[src/rtl/pwr_seq_pkg.sv]
package pwr_seq_pkg;

  typedef enum logic [1:0] {
    ST_RUN  = 2'd0,
    ST_BOR  = 2'd1,
    ST_PWRT = 2'd2,
    ST_OST  = 2'd3
  } seq_state_e;

  localparam int unsigned OSC_MODE_W = 3;

  // Modes 0..2 use a crystal or resonator that needs settling time.
  function automatic logic mode_needs_ost(input logic [OSC_MODE_W-1:0] mode);
    return (mode <= OSC_MODE_W'(2));
  endfunction

endpackage

[src/rtl/rst_sync.sv]
module rst_sync (
  input  logic clk,
  input  logic rst_n,
  output logic rst_sync_n
);

  logic stage1_q;
  logic stage2_q;

  always_ff @(posedge clk or negedge rst_n) begin
    if (!rst_n) begin
      stage1_q <= 1'b0;
      stage2_q <= 1'b0;
    end else begin
      stage1_q <= 1'b1;
      stage2_q <= stage1_q;
    end
  end

  assign rst_sync_n = stage2_q;

endmodule

[src/rtl/bod_filter.sv]
module bod_filter #(
  parameter int unsigned BOD_FILT = 4
) (
  input  logic clk,
  input  logic rst_n,
  input  logic en,
  input  logic supply_ok,
  output logic trip
);

  localparam int unsigned CW = (BOD_FILT > 1) ? $clog2(BOD_FILT) : 1;
  localparam logic [CW-1:0] LAST = CW'(BOD_FILT - 1);

  logic [CW-1:0] low_cnt_q;
  logic [CW-1:0] low_cnt_d;
  logic          at_last;
  logic          low_now;

  always_comb begin
    low_now = en & ~supply_ok;
    at_last = (low_cnt_q == LAST);
    trip    = low_now & at_last;
    if (!low_now)     low_cnt_d = '0;
    else if (at_last) low_cnt_d = low_cnt_q;
    else              low_cnt_d = low_cnt_q + CW'(1);
  end

  always_ff @(posedge clk or negedge rst_n) begin
    if (!rst_n) low_cnt_q <= '0;
    else        low_cnt_q <= low_cnt_d;
  end

endmodule

[src/rtl/tick_counter.sv]
module tick_counter #(
  parameter int unsigned LIMIT = 72
) (
  input  logic clk,
  input  logic rst_n,
  input  logic clr,
  input  logic tick,
  output logic done
);

  localparam int unsigned CW = (LIMIT > 1) ? $clog2(LIMIT) : 1;
  localparam logic [CW-1:0] LAST = CW'(LIMIT - 1);

  logic [CW-1:0] cnt_q;
  logic [CW-1:0] cnt_d;
  logic          cnt_en;

  always_comb begin
    done   = tick & ~clr & (cnt_q == LAST);
    cnt_en = clr | tick;
    if (clr || done) cnt_d = '0;
    else             cnt_d = cnt_q + CW'(1);
  end

  always_ff @(posedge clk or negedge rst_n) begin
    if (!rst_n)      cnt_q <= '0;
    else if (cnt_en) cnt_q <= cnt_d;
  end

endmodule

[src/rtl/pwr_reset_seq.sv]
module pwr_reset_seq
  import pwr_seq_pkg::*;
#(
  parameter int unsigned PWRT_TICKS = 72,
  parameter int unsigned OST_CYCLES = 1024,
  parameter int unsigned BOD_FILT   = 4
) (
  input  logic                  clk,
  input  logic                  rst_n,
  input  logic                  por_pulse,
  input  logic                  supply_ok,
  input  logic                  wake_req,
  input  logic                  rc_tick,
  input  logic                  osc_tick,
  input  logic                  cfg_bod_en,
  input  logic                  cfg_pwrt_off,
  input  logic [OSC_MODE_W-1:0] cfg_osc_mode,
  input  logic                  flag_clr,
  output logic                  core_rst,
  output logic                  flag_por,
  output logic                  flag_bor
);

  logic       rst_i_n;
  seq_state_e state_q, state_d;
  logic       cause_por_q, cause_por_d;
  logic       flag_por_q, flag_por_d;
  logic       flag_bor_q, flag_bor_d;
  logic       bor_trip;
  logic       pwrt_clr, pwrt_tick, pwrt_done;
  logic       ost_clr, ost_tick, ost_done;
  logic       xtal;
  seq_state_e after_pwrt;

  rst_sync u_rst_sync (
    .clk        (clk),
    .rst_n      (rst_n),
    .rst_sync_n (rst_i_n)
  );

  bod_filter #(.BOD_FILT(BOD_FILT)) u_bod_filter (
    .clk       (clk),
    .rst_n     (rst_i_n),
    .en        (cfg_bod_en),
    .supply_ok (supply_ok),
    .trip      (bor_trip)
  );

  assign pwrt_clr  = (state_q != ST_PWRT) | por_pulse;
  assign pwrt_tick = (state_q == ST_PWRT) & rc_tick;
  assign ost_clr   = (state_q != ST_OST) | por_pulse;
  assign ost_tick  = (state_q == ST_OST) & osc_tick;

  tick_counter #(.LIMIT(PWRT_TICKS)) u_pwrt_cnt (
    .clk   (clk),
    .rst_n (rst_i_n),
    .clr   (pwrt_clr),
    .tick  (pwrt_tick),
    .done  (pwrt_done)
  );

  tick_counter #(.LIMIT(OST_CYCLES)) u_ost_cnt (
    .clk   (clk),
    .rst_n (rst_i_n),
    .clr   (ost_clr),
    .tick  (ost_tick),
    .done  (ost_done)
  );

  assign xtal       = mode_needs_ost(cfg_osc_mode);
  assign after_pwrt = (cause_por_q && xtal) ? ST_OST : ST_RUN;

  // Next-state logic
  always_comb begin
    state_d     = state_q;
    cause_por_d = cause_por_q;
    if (por_pulse) begin
      state_d     = ST_PWRT;
      cause_por_d = 1'b1;
    end else begin
      unique case (state_q)
        ST_RUN: begin
          if (bor_trip) begin
            state_d     = ST_BOR;
            cause_por_d = 1'b0;
          end else if (wake_req && xtal) begin
            state_d = ST_OST;
          end
        end
        ST_OST: begin
          if (bor_trip) begin
            state_d     = ST_BOR;
            cause_por_d = 1'b0;
          end else if (ost_done) begin
            state_d = ST_RUN;
          end
        end
        ST_PWRT: begin
          if (cfg_bod_en && !supply_ok) begin
            state_d     = ST_BOR;
            cause_por_d = 1'b0;
          end else if (cfg_pwrt_off || pwrt_done) begin
            state_d = after_pwrt;
          end
        end
        ST_BOR: begin
          if (supply_ok || !cfg_bod_en) state_d = ST_PWRT;
        end
        default: state_d = ST_PWRT;
      endcase
    end
    flag_por_d = por_pulse | (flag_por_q & ~flag_clr);
    flag_bor_d = ((state_d == ST_BOR) && (state_q != ST_BOR)) | (flag_bor_q & ~flag_clr);
  end

  // State registers
  always_ff @(posedge clk or negedge rst_i_n) begin
    if (!rst_i_n) begin
      state_q     <= ST_PWRT;
      cause_por_q <= 1'b1;
      flag_por_q  <= 1'b1;
      flag_bor_q  <= 1'b0;
    end else begin
      state_q     <= state_d;
      cause_por_q <= cause_por_d;
      flag_por_q  <= flag_por_d;
      flag_bor_q  <= flag_bor_d;
    end
  end

  assign core_rst = (state_q != ST_RUN);
  assign flag_por = flag_por_q;
  assign flag_bor = flag_bor_q;

endmodule

[config.mk]
export PLATFORM = sky130hd
export DESIGN_NAME = pwr_reset_seq
export DESIGN_NICKNAME = d
export VERILOG_FILES = /design/src/rtl/pwr_seq_pkg.sv /design/src/rtl/rst_sync.sv /design/src/rtl/bod_filter.sv /design/src/rtl/tick_counter.sv /design/src/rtl/pwr_reset_seq.sv
export SDC_FILE = /design/constraint.sdc
export NUM_CORES = 1
export LEC_CHECK = 0
export BUFFER_PORTS_ARGS = -buffer_cell sky130_fd_sc_hd__buf_2
export CAP_MARGIN = 10
export CORE_MARGIN = 8
export CORE_UTILIZATION = 35
export DETAILED_ROUTE_END_ITERATION = 10
export SETUP_SLACK_MARGIN = 0.2
export SLEW_MARGIN = 20
export SYNTH_ARGS = -nofsm -noshare
export SYNTH_HDL_FRONTEND = slang
export SYNTH_SLANG_ARGS = --single-unit
[constraint.sdc]
create_clock -name clk -period 1.3 [get_ports clk]
set_clock_uncertainty 0.15 [all_clocks]
set_input_delay 0.39 -clock clk [delete_from_list [all_inputs] [get_ports clk]]
set_output_delay 0.39 -clock clk [all_outputs]
set_load 0.005 [all_outputs]
==> qor.yml <==
die-area_um2: 6490
powerDensity_nw_per_um2: 1290
critical_path_class: "reg -> reg"
register_area_um2: 656
final_util: 0.612
die_x_um: 80.5
status: "finished, violations left"
wl_um: 4030
dp_slack_ps: -620
rrSetupSlack_ps: -590
htree_levels: 1
ys_seq_area_frac: 0.449
multi_input_area_um2: 1030
violations: "setup timing"
routedWlPerCell_um: 14.7
cp_common_cell: "a21oi_2"
numCtsBuffers: 3
initial_utilization: 0.364
synth_area_leader_cell: "dfrtp_1"
irDropWorstVdd_v: 0.000798
clk_path_buf_depth: 2
ys_ff_latch: 26
path_delay_family: "compound AO/OA/AOI/OAI gates"
cts.sink_count: 26
synth_cells: 142
setup_viol: 24
clockRootBuffer: "clkbuf_8"
port_buffers: 15
synth-warning-count: 0
antenna_left: 0
clkLatencyLatePin_ps: 280
rows: 23
clk_pin_slew_worst_paths_ps: 90
cp.arrival_ps: 1920
core_area_um2: 4000
yosysTopAreaCellShare: 0.395
grtUsageTotal: 0.132
die_height_um: 80.5
finalCritPeriodShare: 1.46
synthArstFlopShare: 1.00
cp_num_buf_inv: 1
nNetsFinal: 246
maxCapViolCount: 0
finalWeightedCongestion: 0.855
synth_ff_type: "dfrtp_1"
syn_area_per_cell_um2: 10.3
antenna_found_initial: 0
fillCellCount: 328
report.final.slew_viol_count: 0
grt_pass1_wl_um: 6780
synth_area_leaders: "dfrtp_1 39%, ha_1 6.9%, dfstp_2 5.4%"
hold-worst-slack_ps: 57.3
path_cells: "inv_4 > ha_4 > a21oi_2 > a21oi_2 > a211o_1 > o41ai_2"
grt_pass1_vias: 1529
drtIter0Drc: 22
first_pass_iters: 4
setup.worst_path.start_class: "flip-flop"
grt_overflow: 0
cellLeakagePower_nw: 1.09
fmax_mhz: 528
grt_max_degree: 16
synthDistinctLibCells: 39
final.setup.tns_ps: -9350
end_kind: "flip-flop"
synth-edff-count: 0
synth_fp_nets: 163
setup_ws_ps: -592
period_minus_slack_ps: 1890
cts_tree: "built"
max_stage_delay_ps: 610
rsz0062_at_grt: "yes"
dr_total_vias: 1358
antenna_cells: 0
path_max_fanout: 4
crit_slowest_cell: "dfstp_2"
critPathRequiredTime_ps: 1330
drc: 0
areaGrowthSynthToFinish_pct: 67.9
hold_violations: 0
via_per_inst: 4.96
drive_gt1_frac: 0.585
hold_class: "reg -> async"
dp_hpwl_um: 2880
ioPinCount: 16
netlist_area_um2: 1460
==> cells in the mapped netlist (2+ instances only) <==
library cell,count
xor2_1,6
dfrtp_1,23
nand3_1,8
xnor2_1,8
nand2_1,12
ha_1,8
nor3_1,3
mux2_2,2
dfstp_2,3
o2111a_1,2
inv_1,4
and4_4,2
nand2b_1,8
nor2b_1,3
nor2_1,19
a21oi_1,7
mux2i_1,2
==> per-layer routing <==
metal | GRT usage | up-vias | part of all wire
li1 | - | 661 | -
met3 | 0.0279 | 5 | 0.032
met2 | 0.253 | 18 | 0.55
met5 | 0 | - | 0
met4 | 0.0382 | 0 | 0.0094
met1 | 0.138 | 674 | 0.40
==> worst paths after layout <==
check                                           startpoint                         endpoint  depth (start not counted)
min                        u_rst_sync.rst_sync_n$_DFF_PN0_  u_pwrt_cnt.cnt_q[3]$_DFFE_PN0P_                          1
max in group asynchronous                            rst_n  u_rst_sync.rst_sync_n$_DFF_PN0_                          2
max reg2reg                           state_q[1]$_DFF_PN1_               flag_bor$_DFF_PN0_                          6
max                                   state_q[1]$_DFF_PN1_               flag_bor$_DFF_PN0_                          6
min reg2reg                u_rst_sync.rst_sync_n$_DFF_PN0_  u_pwrt_cnt.cnt_q[3]$_DFFE_PN0P_                          1
min in group clk             u_rst_sync.stage1_q$_DFF_PN0_  u_rst_sync.rst_sync_n$_DFF_PN0_                          0
==> cell type report <==
| cell class | instances | area share |
|---|---|---|
| Inverter | 4 | 0.00818 |
| Clock inverter | 1 | 0.0123 |
| Multi-Input combinational cell | 111 | 0.421 |
| Sequential cell | 26 | 0.268 |
| Tap cell | 50 | 0.0256 |
| Timing Repair Buffer | 79 | 0.248 |
| Clock buffer | 3 | 0.0169 |
==> state kept, by name, indices dropped and copies added, names as in the netlist <==
signal                  cells
cause_por_q                 1
state_q                     2
flag_bor                    1
u_rst_sync.rst_sync_n       1
u_pwrt_cnt.cnt_q            7
u_ost_cnt.cnt_q            10
flag_por                    1
u_rst_sync.stage1_q         1
u_bod_filter.low_cnt_q      2
==> cell usage in the layout, fill, tap and decap left out, types with 2 or more instances in the layout <==
cell type,count
inv_4,2
xnor2_1,3
ha_4,6
buf_4,53
nand3_1,4
xor2_1,6
nor3_1,2
a41oi_2,2
buf_6,12
nor2_2,2
ha_2,2
nand2b_1,7
a21oi_2,4
mux2i_1,2
clkbuf_8,3
buf_2,13
nand2_1,12
nor2_1,17
dfstp_2,3
nand3_2,2
xnor2_2,5
and4_4,2
dfrtp_1,22
a21oi_1,3
nand3_4,2
==> kinds of logic (layout without fill, tap and decap cells) <==
kind of cell	Yosys count	count (layout)	share of synthesized area
buffers and inverters	5	87	0.0137
other	1	1	0.00257
flip-flops	26	26	0.449
adder cells (fa/ha/maj)	8	8	0.0687
AO/OA/AOI/OAI	21	21	0.118
multiplexers	4	4	0.0292
XOR/XNOR	14	14	0.0841
AND/OR/NAND/NOR	63	63	0.234
==> power by group <==
group          total [mW]  switching (mW)  internal (mW)  leakage (nW)
Sequential          0.992          0.0907          0.901         0.344
Clock               0.683           0.271          0.412        0.0357
Combinational        1.49           0.665          0.820         0.714
==> stage by stage <==
stage / area, um^2 / total power, mW / std cells
final: 2450 / 3.16 / 274
after global routing: 2450 / 3.34 / 274
after CTS: 2340 / 3.06 / 268
after detailed placement: 2080 / 2.15 / 256
after global placement: 2080 / 2.11 / 256
after floorplan: 1580 / 1.67 / 142
==> what timing repair did <==
item                                   in CTS  in global routing
setup endpoints to repair                  26                 26
resized for setup                          24                 13
endpoints found under the hold margin       2                  0
buffers inserted                            7                  6
pin swaps                                  17                 17
hold buffers                                1                  0
No activity file was read; power rests on OpenSTA's default activity.
